`src/rtl/throttle_pkg.sv`:
```
package throttle_pkg;
  typedef enum logic [1:0] {
    ST_IDLE  = 2'd0,
    ST_FLUSH = 2'd1,
    ST_SREF  = 2'd2,
    ST_EXIT  = 2'd3
  } disc_state_t;
endpackage

```
`src/rtl/throttle_prescaler.sv`:
```
module throttle_prescaler #(
  parameter int DIV = 4
) (
  input  logic clk,
  input  logic rst,
  output logic tick
);
  localparam int PW = (DIV > 1) ? $clog2(DIV) : 1;
  localparam logic [PW-1:0] LAST = PW'(DIV - 1);

  logic [PW-1:0] pc;

  always_ff @(posedge clk) begin
    if (rst)             pc <= '0;
    else if (pc == LAST) pc <= '0;
    else                 pc <= pc + 1'b1;
  end

  assign tick = (pc == LAST);
endmodule

```
`src/rtl/throttle_interval.sv`:
```
module throttle_interval #(
  parameter int CNT_W = 8
) (
  input  logic             clk,
  input  logic             rst,
  input  logic             tick,
  input  logic [CNT_W-1:0] on_ticks,
  input  logic [CNT_W-1:0] off_ticks,
  output logic             phase_on
);
  logic [CNT_W-1:0] cnt;
  logic             per_en;
  logic [CNT_W:0]   next_cnt;
  logic [CNT_W:0]   limit;

  assign per_en   = (|on_ticks) && (|off_ticks);
  assign next_cnt = {1'b0, cnt} + 1'b1;
  assign limit    = phase_on ? {1'b0, on_ticks} : {1'b0, off_ticks};

  always_ff @(posedge clk) begin
    if (rst || !per_en) begin
      phase_on <= 1'b0;
      cnt      <= '0;
    end else if (tick) begin
      if (next_cnt >= limit) begin
        phase_on <= ~phase_on;
        cnt      <= '0;
      end else begin
        cnt <= next_cnt[CNT_W-1:0];
      end
    end
  end
endmodule

```
`src/rtl/throttle_sync.sv`:
```
module throttle_sync #(
  parameter int STAGES = 2
) (
  input  logic clk,
  input  logic rst,
  input  logic d,
  output logic q
);
  logic [STAGES-1:0] sh;

  for (genvar i = 0; i < STAGES; i++) begin : g_stage
    if (i == 0) begin : g_first
      always_ff @(posedge clk) begin
        if (rst) sh[0] <= 1'b0;
        else     sh[0] <= d;
      end
    end else begin : g_next
      always_ff @(posedge clk) begin
        if (rst) sh[i] <= 1'b0;
        else     sh[i] <= sh[i-1];
      end
    end
  end

  assign q = sh[STAGES-1];
endmodule

```
`src/rtl/throttle_disconnect.sv`:
```
module throttle_disconnect
  import throttle_pkg::*;
(
  input  logic clk,
  input  logic rst,
  input  logic stop_active,
  input  logic grant_cyc,
  input  logic disc_en,
  input  logic flush_done,
  output logic grant_ack,
  output logic flush_req,
  output logic sref_req,
  output logic req_accept
);
  disc_state_t st, nxt;
  logic        ack_nxt;

  always_comb begin
    nxt     = st;
    ack_nxt = 1'b0;
    case (st)
      ST_IDLE: begin
        if (grant_cyc) begin
          ack_nxt = 1'b1;
          if (disc_en) nxt = ST_FLUSH;
        end
      end
      ST_FLUSH: begin
        if (flush_done) nxt = stop_active ? ST_SREF : ST_EXIT;
      end
      ST_SREF: begin
        if (!stop_active) nxt = ST_EXIT;
      end
      default: nxt = ST_IDLE;
    endcase
  end

  always_ff @(posedge clk) begin
    if (rst) begin
      st         <= ST_IDLE;
      grant_ack  <= 1'b0;
      flush_req  <= 1'b0;
      sref_req   <= 1'b0;
      req_accept <= 1'b1;
    end else begin
      st         <= nxt;
      grant_ack  <= ack_nxt;
      flush_req  <= (nxt == ST_FLUSH);
      sref_req   <= (nxt == ST_SREF);
      req_accept <= (nxt == ST_IDLE);
    end
  end
endmodule

```
`src/rtl/clk_throttle_seq.sv`:
```
module clk_throttle_seq #(
  parameter int CNT_W        = 8,
  parameter int PRESCALE_DIV = 4,
  parameter int SYNC_STAGES  = 2
) (
  input  logic             clk,
  input  logic             rst,
  input  logic [CNT_W-1:0] cfg_on_ticks,
  input  logic [CNT_W-1:0] cfg_off_ticks,
  input  logic             cfg_disc_en,
  input  logic             thermal_trip,
  input  logic             stop_grant_cyc,
  input  logic             flush_done,
  output logic             halt_req_n,
  output logic             grant_ack,
  output logic             flush_req,
  output logic             sref_req,
  output logic             req_accept
);
  logic tick;
  logic phase_on;
  logic trip_s;

  throttle_prescaler #(.DIV(PRESCALE_DIV)) u_pre (
    .clk  (clk),
    .rst  (rst),
    .tick (tick)
  );

  throttle_interval #(.CNT_W(CNT_W)) u_ivl (
    .clk       (clk),
    .rst       (rst),
    .tick      (tick),
    .on_ticks  (cfg_on_ticks),
    .off_ticks (cfg_off_ticks),
    .phase_on  (phase_on)
  );

  throttle_sync #(.STAGES(SYNC_STAGES)) u_sync (
    .clk (clk),
    .rst (rst),
    .d   (thermal_trip),
    .q   (trip_s)
  );

  always_ff @(posedge clk) begin
    if (rst) halt_req_n <= 1'b1;
    else     halt_req_n <= ~(phase_on | trip_s);
  end

  throttle_disconnect u_disc (
    .clk         (clk),
    .rst         (rst),
    .stop_active (~halt_req_n),
    .grant_cyc   (stop_grant_cyc),
    .disc_en     (cfg_disc_en),
    .flush_done  (flush_done),
    .grant_ack   (grant_ack),
    .flush_req   (flush_req),
    .sref_req    (sref_req),
    .req_accept  (req_accept)
  );
endmodule

```
`config.mk`:
```
export PLATFORM = sky130hd
export DESIGN_NAME = clk_throttle_seq
export DESIGN_NICKNAME = d
export VERILOG_FILES = /design/src/rtl/throttle_pkg.sv /design/src/rtl/throttle_prescaler.sv /design/src/rtl/throttle_interval.sv /design/src/rtl/throttle_sync.sv /design/src/rtl/throttle_disconnect.sv /design/src/rtl/clk_throttle_seq.sv
export SDC_FILE = /design/constraint.sdc
export NUM_CORES = 1
export LEC_CHECK = 0
export ABC_AREA = 1
export BUFFER_PORTS_ARGS = -buffer_cell sky130_fd_sc_hd__buf_4
export CAP_MARGIN = 20
export CORE_MARGIN = 2
export CORE_UTILIZATION = 48
export DETAILED_ROUTE_END_ITERATION = 6
export GPL_TIMING_DRIVEN = 0
export PLACE_DENSITY = 0.75
export SLEW_MARGIN = 20
export SYNTH_ARGS = -nofsm -noshare
export SYNTH_HDL_FRONTEND = slang
export SYNTH_SLANG_ARGS = --single-unit
export TNS_END_PERCENT = 50
```
`constraint.sdc`:
```
create_clock -name clk -period 1.9 [get_ports clk]
set_input_delay 0.19 -clock clk [delete_from_list [all_inputs] [get_ports clk]]
set_output_delay 0.19 -clock clk [all_outputs]
set_load 0.02 [all_outputs]
```
==> metrics.md, run 1 <==
| Metric | Value |
|---|---|
| Number of flops mapped to enable cells by yosys | `0` |
| TNS Setup | `-1110 ps` |
| Slew Viols, Final | `0` |
| Crit path capture type | `flip-flop` |
| Fin crit share | `108%` |
| Clock share of power | `36.4%` |
| Least-Margin Pin Slew | `387 ps` |
| H-tree Lvls | `1` |
| CP Data Arrival Time | `2290 ps` |
| Final core utilization | `73.1%` |
| Yosys top cell area share | `33.2%` |
| DR pass1 iterations | `6` |
| Critical Path Fanout Max | `5` |
| Int Power | `739 µW` |
| Post-synthesis sequential area ratio | `33.2%` |
| TritonCTS clock tree | `yes` |
| # rows | `18` |
| Pleak | `0.000833 µW` |
| Status | `finished with violations` |
| Reg power frac | `45.3%` |
| Die ar. | `0.00293 mm²` |
| Top Ports | `27` |
| P&R area growth vs syn | `47.3%` |
| Hold Crit Class | `input port to flip-flop` |
| Rel. slew slack | `73.9%` |
| Die Width | `54.2 µm` |
| Max Fclk | `487 MHz` |
| Antenna fix cells | `0` |
| Die span in y | `54.2 µm` |
| Initial DRC Count | `35` |
| Failing checks | `negative setup slack` |
| Clock sinks | `20` |
| WHS | `56.1 ps` |
| Nets@finish | `242` |
| Clock transition at the registers of the reported paths | `120 ps` |
| Routed WL | `3390 µm` |
| Sw frac | `26.5%` |
| Count of final setup violators | `9` |
| Initial Util | `49.6%` |
| Final Critical Period | `2050 ps` |
| Vias | `1269` |
| GRT Resource Usage Total | `24.6%` |
| Residual DRC | `0` |
| Largest buffer count on any clock path | `2` |
| RSZ-0062 raised after global routing | `true` |
| First-pass GRT wire length | `5050 µm` |
| CTS root buf | `clkbuf_4` |
| Largest net degree at the start of global routing | `13` |
| Clk_lat worst skew | `330 ps` |
| Gate Count Post-Synth | `168` |
| #FFs+latches synth | `20` |
| Worst setup slack after layout | `-153 ps` |
| Initial antenna violation count | `0` |
| DRT antenna net count | `0` |
| Final-report hold violation count | `0` |
| Reg area | `419 µm²` |
| Detailed placement HPWL | `1980 µm` |
| Syn_area_per_cell | `7.19 µm²` |
| Sw power | `266 µW` |
| CORE AREA | `0.00243 mm²` |
| Yosys cell types | `25` |
| CTS buffer count | `3` |
| Power Dens Cells | `565 mW/mm²` |
| Vias in the first global route | `1197` |
| CP Launch Type | `flip-flop` |
| DR WL/cell | `14.2 µm` |
| Combinational share of power | `18.2%` |
| Total global routing overflow | `0` |
| Most frequent cells in the layout | `34 x buf_4, 30 x nand2_1, 26 x inv_1` |
| Synthesized cell area | `0.00121 mm²` |
| Vias/cell | `5.33` |
| Most common flop cell mapped by yosys | `dfxtp_1` |
| Setup CP Type | `flip-flop to flip-flop` |
| Layout cells sized above 1 | `40.4%` |
| Area of the multi-input gates | `858 µm²` |
| Max-Cap Viols | `0` |
| YS warnings | `0` |
| VDD IR-drop max | `0.000473 V` |
| Commonest non-fill, non-tap cell in the layout | `buf_4` |
| Placer Congestion | `0.814` |
| WP data required | `2140 ps` |
| Top cell type by total area after synthesis | `dfxtp_1` |
| Clock Skews | `4.88 ps` |
| Fillers | `166` |
| Syn Nets | `201` |
| Port bufs | `26` |
| Top post-synthesis cells by area | `dfxtp_1 33%, ha_1 11%, nand2_1 11%` |
| Fraction of registers with async set/reset | `0%` |
cell families (layout without fill, tap and decap cells):
family | after synthesis | after routing | synth area share [%]
simple gates | 74 | 75 | 28.3
xor+xnor | 5 | 5 | 4.25
compound gates | 24 | 24 | 11.5
flops | 20 | 20 | 33.2
buf+inv | 33 | 72 | 10.6
mux | 1 | 1 | 0.829
fa+ha+maj | 11 | 11 | 11.4
Yosys cell counts, types with 2 or more instances:
cell     number
nor3_1        2
inv_1        28
o21ai_0      10
buf_2         2
nand2_1      35
dfxtp_1      20
nand3_1       7
xor2_1        3
nand4_1      11
nor2_1       13
ha_1         11
nand2_2       2
a21oi_1      12
final timing paths:
kind                                                 from                           to  slack (ps)  cells after the start
worst max-delay path            u_ivl.cnt[0]$_SDFFE_PP0P_  u_ivl.phase_on$_SDFFE_PP0P_        -150                     16
worst min-delay path                         thermal_trip      u_sync.sh[0]$_SDFF_PP0_          60                      3
worst max register to register  u_ivl.cnt[0]$_SDFFE_PP0P_  u_ivl.phase_on$_SDFFE_PP0P_        -150                     16
worst min register to register    u_sync.sh[0]$_SDFF_PP0_          u_sync.q$_SDFF_PP0_         420                      2
per-stage QoR:
step,power [µW],cell area (µm²),cells,setup WS [ps]
5_1_grt,1050,1780,238,-229
3_5_place_dp,630,1440,224,-281
3_3_place_gp,624,1440,224,-262
2_1_floorplan,556,1210,168,14.2
6_report,1010,1780,238,-153
4_1_cts,992,1660,234,-64.7
worst max-delay path, stage by stage, from the launching register on:
cell,delay [ps]
dfxtp_4,420
buf_6,110
nand3_4,80
nor2_4,110
nand2_2,80
xor2_2,190
clkinv_2,110
ha_4,270
nand2_2,50
inv_2,60
nand2_2,70
nand2_4,80
nand2_4,80
nand2_4,80
nand3_2,50
nand2_1,70
nor2_1,50
repair_timing:
item                                    CTS  global route
gates resized for setup                  28            21
gates cloned                              1             0
endpoints found under the setup margin    9             9
pin swaps                                11            13
buffers inserted                          6             4
hold buffers                              0             0
sequential cells by signal, indices dropped and copies added, names as in the netlist:
| name | cells |
|---|---|
| u_sync.q | 1 |
| u_disc.req_accept | 1 |
| u_disc.grant_ack | 1 |
| u_sync.sh | 1 |
| u_ivl.cnt | 8 |
| u_ivl.phase_on | 1 |
| u_disc.st | 2 |
| u_pre.pc | 2 |
| u_disc.sref_req | 1 |
| halt_req_n | 1 |
| u_disc.flush_req | 1 |
routing by layer:
layer	up-vias	wire length, µm	global-route usage, %
li1	628	-	-
met1	576	1370	26.8
met2	53	1720	43.0
met3	12	164	1.94
met4	0	134	19.6
met5	-	0	0
final cells by class:
cell class	count	share of cell area [%]
inverter	30	6.40
buffer	2	1.06
multi-input combinational	116	48.3
sequential	20	23.6
clock inverter	1	1.69
timing repair buffer	36	15.6
clock buffer	3	1.27
tap	30	2.11
power by group through the flow:
| stage | clock network, µW | registers [µW] | logic [µW] |
|---|---|---|---|
| after global routing | 380 | 461 | 207 |
| after floorplan | 0 | 481 | 74.3 |
| final | 366 | 456 | 183 |
| after CTS | 360 | 457 | 174 |
| after global placement | 0 | 467 | 156 |
| after detailed placement | 0 | 469 | 162 |
(Power assumes the default switching activity.)
==> run 2: changes to the inputs <==
--- a/config.mk
+++ b/config.mk
@@ -11,8 +11,10 @@
 export CORE_MARGIN = 2
 export CORE_UTILIZATION = 48
 export DETAILED_ROUTE_END_ITERATION = 6
+export GPL_ROUTABILITY_DRIVEN = 0
 export GPL_TIMING_DRIVEN = 0
 export PLACE_DENSITY = 0.75
+export SETUP_SLACK_MARGIN = 0.5
 export SLEW_MARGIN = 20
 export SYNTH_ARGS = -nofsm -noshare
 export SYNTH_HDL_FRONTEND = slang
==> metrics.md, run 2 (synthesized netlist as in run 1, its figures left out) <==
| Metric | Value |
|---|---|
| Nets@finish | `243` |
| RSZ-0062 raised after global routing | `true` |
| Vias | `1240` |
| Max-Cap Viols | `0` |
| GRT Resource Usage Total | `22.1%` |
| TNS Setup | `-625 ps` |
| Antenna fix cells | `0` |
| TritonCTS clock tree | `yes` |
| P&R area growth vs syn | `46.2%` |
| Routed WL | `3080 µm` |
| Top Registers | `u_ivl.cnt x8, u_disc.st x2, u_pre.pc x2` |
| Layout cells sized above 1 | `38.3%` |
| Vias in the first global route | `1036` |
| WP data required | `2150 ps` |
| First-pass GRT wire length | `4640 µm` |
| Clk_lat worst skew | `310 ps` |
| Largest register FFs | `8` |
| Slew Viols, Final | `0` |
| Detailed placement HPWL | `2110 µm` |
| Die ar. | `0.00293 mm²` |
| Failing checks | `negative setup slack` |
| # hold bufs at CTS | `0` |
| Commonest non-fill, non-tap cell in the layout | `buf_4` |
| DR WL/cell | `12.9 µm` |
| Hold Crit Class | `input port to flip-flop` |
| Critical Path Fanout Max | `5` |
| Fillers | `200` |
| Clock Skews | `15.8 ps` |
| Port bufs | `26` |
| Power Dens Cells | `560 mW/mm²` |
| Largest buffer count on any clock path | `2` |
| Most frequent cells in the layout | `36 x buf_4, 29 x nand2_1, 27 x inv_1` |
| CTS root buf | `clkbuf_4` |
| Rel. slew slack | `70.6%` |
| CP Data Arrival Time | `2290 ps` |
| # rows | `18` |
| Count of final setup violators | `9` |
| Die span in y | `54.2 µm` |
| Total global routing overflow | `0` |
| Dpl ws | `-216 ps` |
| Final Critical Period | `2050 ps` |
| CP Launch Type | `flip-flop` |
| Clock sinks | `20` |
| Worst setup slack after layout | `-149 ps` |
| CTS buffer count | `3` |
| Initial Util | `49.6%` |
| Initial antenna violation count | `0` |
| Initial DRC Count | `35` |
| Residual DRC | `0` |
| Top Ports | `27` |
| WHS | `87.9 ps` |
| Setup CP Type | `flip-flop to flip-flop` |
| Max Fclk | `488 MHz` |
| Top reg by flops | `u_ivl.cnt` |
| Die Width | `54.2 µm` |
| Least-Margin Pin Slew | `438 ps` |
| CORE AREA | `0.00243 mm²` |
| DR pass1 iterations | `5` |
| Largest net degree at the start of global routing | `13` |
| Vias/cell | `5.19` |
| Crit path capture type | `flip-flop` |
| Clock transition at the registers of the reported paths | `130 ps` |
| VDD IR-drop max | `0.000739 V` |
| DRT antenna net count | `0` |
| Status | `finished with violations` |
| Fin crit share | `108%` |
| Final-report hold violation count | `0` |
| H-tree Lvls | `1` |
| Pleak | `0.000846 µW` |
==> run 2: changes by cell type in the layout (fill, tap and decap cells not counted), moves of 2 or more <==
cell     change
dfxtp_2      -2
buf_4        +2
a21oi_2      -5
o21ai_0      -2
o21ai_2      +2
a21oi_1      +4
==> run 2: worst max-delay path, cell delays in order, from the launching register on <==
cell      delay (ps)
dfxtp_4          420
nand3_4          100
nor2_4           120
nand2_2           70
xor2_1           180
clkinv_2          90
ha_1             290
nand2_1           70
inv_1             50
nand2_2           80
nand2_4           70
nand2_4          110
buf_4            120
nand4_1           80
a21oi_1          140
==> run 2: final cells by class <==
| type | count | area, µm² | share of cell area, % |
|---|---|---|---|
| inverter | 30 | 114 | 6.45 |
| timing repair buffer | 36 | 270 | 15.3 |
| clock inverter | 1 | 30.0 | 1.70 |
| tap | 30 | 37.5 | 2.13 |
| sequential | 20 | 420 | 23.8 |
| multi-input combinational | 116 | 841 | 47.6 |
| clock buffer | 3 | 22.5 | 1.28 |
| buffer | 3 | 30.0 | 1.70 |
==> run 2: repair_timing <==
item                                    4_1_cts  5_1_grt
resized for setup                            13       19
endpoints found under the setup margin        9        9
pin swaps                                    12       14
setup buffers                                 2        8
gates cloned                                  1        0
==> run 2: worst paths after layout <==
check	cells past startpoint	slack, ps	start	end
worst min register to register	2	410	u_sync.sh[0]$_SDFF_PP0_	u_sync.q$_SDFF_PP0_
worst max register to register	14	-150	u_ivl.cnt[1]$_SDFFE_PP0P_	u_ivl.cnt[1]$_SDFFE_PP0P_
worst min-delay path	3	90	thermal_trip	u_sync.sh[0]$_SDFF_PP0_
worst max-delay path	14	-150	u_ivl.cnt[1]$_SDFFE_PP0P_	u_ivl.cnt[1]$_SDFFE_PP0P_
==> run 2: where the power goes <==
| part | switching [µW] | total [µW] | internal [µW] |
|---|---|---|---|
| Combinational | 98.5 | 181 | 82.8 |
| Sequential | 14.5 | 454 | 440 |
| Clock | 140 | 353 | 213 |
==> run 2: through the flow <==
step / cell area [µm²] / cells / total power, µW / utilization (%)
finish: 1770 / 239 / 989 / 72.6
CTS: 1620 / 231 / 978 / 66.4
global route: 1770 / 239 / 1030 / 72.6
floorplan: 1270 / 168 / 553 / -
global placement: 1500 / 224 / 622 / 61.6
detailed placement: 1500 / 224 / 630 / 61.6
==> run 2: metal layers <==
metal,vias to the layer above,GRT usage (%),wire [µm]
met2,30,35.9,1570
met5,-,0,0
met1,582,28.9,1370
met4,0,6.25,30
li1,624,-,-
met3,4,5.28,110
==> run 3: changes to the inputs <==
--- a/config.mk
+++ b/config.mk
@@ -5,7 +5,6 @@
 export SDC_FILE = /design/constraint.sdc
 export NUM_CORES = 1
 export LEC_CHECK = 0
-export ABC_AREA = 1
 export BUFFER_PORTS_ARGS = -buffer_cell sky130_fd_sc_hd__buf_4
 export CAP_MARGIN = 20
 export CORE_MARGIN = 2
==> metrics.md, run 3 <==
| Metric | Value |
|---|---|
| Status | `finished with violations` |
| Worst min-delay path startpoint | `thermal_trip` |
| Crit path capture type | `flip-flop` |
| CTS root buf | `clkbuf_4` |
| WP data required | `2150 ps` |
| RSZ-0062 raised after global routing | `true` |
| Initial Util | `49.6%` |
| Final Critical Period | `2490 ps` |
| Clock Skews | `4.88 ps` |
| Sw frac | `23.4%` |
| Sw power | `228 µW` |
| Least-Margin Pin Slew | `374 ps` |
| Clock share of power | `35.8%` |
| # hold bufs at CTS | `0` |
| Count of final setup violators | `9` |
| Setup CP Type | `flip-flop to flip-flop` |
| VDD IR-drop max | `0.000578 V` |
| Top post-synthesis cells by area | `dfxtp_1 33%, ha_1 11%, mux2i_1 5.8%` |
| Commonest non-fill, non-tap cell in the layout | `buf_4` |
| Post-synth top cells | `20 x dfxtp_1, 11 x ha_1, 10 x a21oi_1` |
| Rel. slew slack | `75.1%` |
| CP Data Arrival Time | `2740 ps` |
| Vias/cell | `5.56` |
| Power Dens Cells | `612 mW/mm²` |
| Die Width | `54.1 µm` |
| Vias in the first global route | `1028` |
| Hold depth | `2` |
| Hold Crit Class | `input port to flip-flop` |
| Reg power frac | `46.8%` |
| Number of flops mapped to enable cells by yosys | `0` |
| WHS | `97.6 ps` |
| Top cell type by total area after synthesis | `dfxtp_1` |
| Failing checks | `negative setup slack` |
| R2R Setup Slk | `-590 ps` |
| Die ar. | `0.00293 mm²` |
| Gate Count Post-Synth | `129` |
| TritonCTS clock tree | `yes` |
| DR pass1 iterations | `4` |
| CTS buffer count | `3` |
| First-pass GRT wire length | `4300 µm` |
| Fillers | `205` |
| DR WL/cell | `13.7 µm` |
| Largest buffer count on any clock path | `2` |
| Fraction of registers with async set/reset | `0%` |
| Syn_area_per_cell | `9.35 µm²` |
| Nets@finish | `199` |
| Yosys cell types | `40` |
| # rows | `18` |
| Residual DRC | `0` |
| Synthesized cell area | `0.00121 mm²` |
| Max-Cap Viols | `0` |
| Initial antenna violation count | `0` |
| FF-to-FF path depth | `12` |
| Int Power | `747 µW` |
| Clk_lat worst skew | `300 ps` |
| Largest net degree at the start of global routing | `13` |
| GRT Resource Usage Total | `20.3%` |
| Worst setup slack after layout | `-590 ps` |
| CP Launch Type | `flip-flop` |
| DRT antenna net count | `0` |
| Detailed placement HPWL | `1930 µm` |
| Worst R2R End | `u_ivl.cnt[6]$_SDFFE_PP0P_` |
| Syn Nets | `162` |
| Top-count cell post-synth | `dfxtp_1` |
| #FFs+latches synth | `20` |
| Layout cells sized above 1 | `34.5%` |
| Fin crit share | `131%` |
| Final core utilization | `65.4%` |
| Final-report hold violation count | `0` |
| CORE AREA | `0.00243 mm²` |
| Reg2reg start | `u_ivl.cnt[2]$_SDFFE_PP0P_` |
| Combinational share of power | `17.4%` |
| Top reg by flops | `u_ivl.cnt` |
| Port bufs | `25` |
| Most common flop cell mapped by yosys | `dfxtp_1` |
| Total global routing overflow | `0` |
| Yosys top cell area share | `33.2%` |
| Vias | `1084` |
| Clock transition at the registers of the reported paths | `120 ps` |
| Most frequent cells in the layout | `33 x buf_4, 17 x dfxtp_1, 10 x a21oi_1` |
| Clock sinks | `20` |
| Max Fclk | `402 MHz` |
| Pleak | `0.000689 µW` |
| Initial DRC Count | `16` |
| P&R area growth vs syn | `32.0%` |
| Slew Viols, Final | `0` |
| Antenna fix cells | `0` |
| Post-synthesis sequential area ratio | `33.2%` |
| Hold path endpoint | `u_sync.sh[0]$_SDFF_PP0_` |
| Routed WL | `2670 µm` |
| Die span in y | `54.1 µm` |
| Total Power | `975 µW` |
| Top Registers | `u_ivl.cnt x8, u_disc.st x2, u_pre.pc x2` |
| H-tree Lvls | `1` |
| Critical Path Fanout Max | `10` |
| Largest register FFs | `8` |
| Top Ports | `27` |
| YS warnings | `0` |
run 3: cell count changes after synthesis, sizes merged, moves of 4 or more:
cell    before  now
and3         0    5
inv         29    3
mux2i        1    7
nand2       37    4
nand2b       0    7
nand3        8    4
nand4       11    7
nor2        15    6
nor2b        0    5
nor4         0    4
o21ai       10    1
run 3: power groups by stage:
stage	combinational, µW	clock [µW]	sequential [µW]
floorplan	85.8	0	475
global placement	159	0	465
detailed placement	165	0	467
CTS	171	356	456
global route	191	371	459
finish	170	349	456
run 3: worst max path at each step:
stage | startpoint | end | depth (start not counted)
after CTS | u_ivl.cnt[0]$_SDFFE_PP0P_ | u_ivl.phase_on$_SDFFE_PP0P_ | 10
after global routing | u_ivl.cnt[2]$_SDFFE_PP0P_ | u_ivl.cnt[2]$_SDFFE_PP0P_ | 11
after global placement | u_ivl.cnt[0]$_SDFFE_PP0P_ | u_ivl.phase_on$_SDFFE_PP0P_ | 10
after floorplan | u_ivl.cnt[0]$_SDFFE_PP0P_ | u_ivl.phase_on$_SDFFE_PP0P_ | 10
final | u_ivl.cnt[2]$_SDFFE_PP0P_ | u_ivl.cnt[6]$_SDFFE_PP0P_ | 12
after detailed placement | u_ivl.cnt[0]$_SDFFE_PP0P_ | u_ivl.phase_on$_SDFFE_PP0P_ | 10
run 3: worst max-delay path, cell delays in order, from the launching register on:
cell and delay (ps):
dfxtp_1 340, buf_6 130, nand4_1 140, nor2_1 160, xor2_1 240, ha_1 270, and3_4 170, a221o_1 310
a41oi_2 210, buf_6 170, buf_4 110, nand4_1 60, a21oi_1 120
run 3: routing by layer:
| metal | vias to the layer above | wire length (µm) | track usage, % |
|---|---|---|---|
| met4 | 0 | 10 | 3.75 |
| met1 | 511 | 1140 | 23.1 |
| li1 | 544 | - | - |
| met3 | 2 | 136 | 5.28 |
| met2 | 27 | 1380 | 37.8 |
| met5 | - | 0 | 0 |
run 3: cell type report:
| cell class | count | area (µm²) | share of cell area [%] |
|---|---|---|---|
| clock buffer | 3 | 22.5 | 1.42 |
| buffer | 7 | 57.6 | 3.62 |
| tap | 30 | 37.5 | 2.36 |
| clock inverter | 1 | 30.0 | 1.89 |
| sequential | 20 | 409 | 25.7 |
| multi-input combinational | 99 | 783 | 49.2 |
| inverter | 3 | 11.3 | 0.708 |
| timing repair buffer | 32 | 240 | 15.1 |
run 3: through the flow:
step | setup TNS, ps | cell area, µm² | instances | worst slack (ps)
final | -4860 | 1590 | 195 | -590
after global routing | -5820 | 1590 | 195 | -725
after CTS | -4480 | 1580 | 193 | -547
after detailed placement | -4910 | 1450 | 184 | -596
after global placement | -4620 | 1450 | 184 | -580
after floorplan | -3120 | 1230 | 129 | -423
run 3: logic make-up after synthesis:
logic type                 after synthesis  synth area share [%]
xor gates and xnor gates                 6                  4.36
adders and majority gates               11                  11.4
DFF                                     20                  33.2
AOI/OAI and AO/OA                       22                  12.1
muxes                                    9                  7.68
and+or+nand+nor                         51                  25.6
buffers and inverters                   10                  5.60
run 3: timing repair:
action,CTS,global route
resized for setup,7,0
hold endpoints to repair,0,0
setup endpoints to repair,9,9
gates cloned,0,0
pin swaps,13,1
setup buffers,5,2
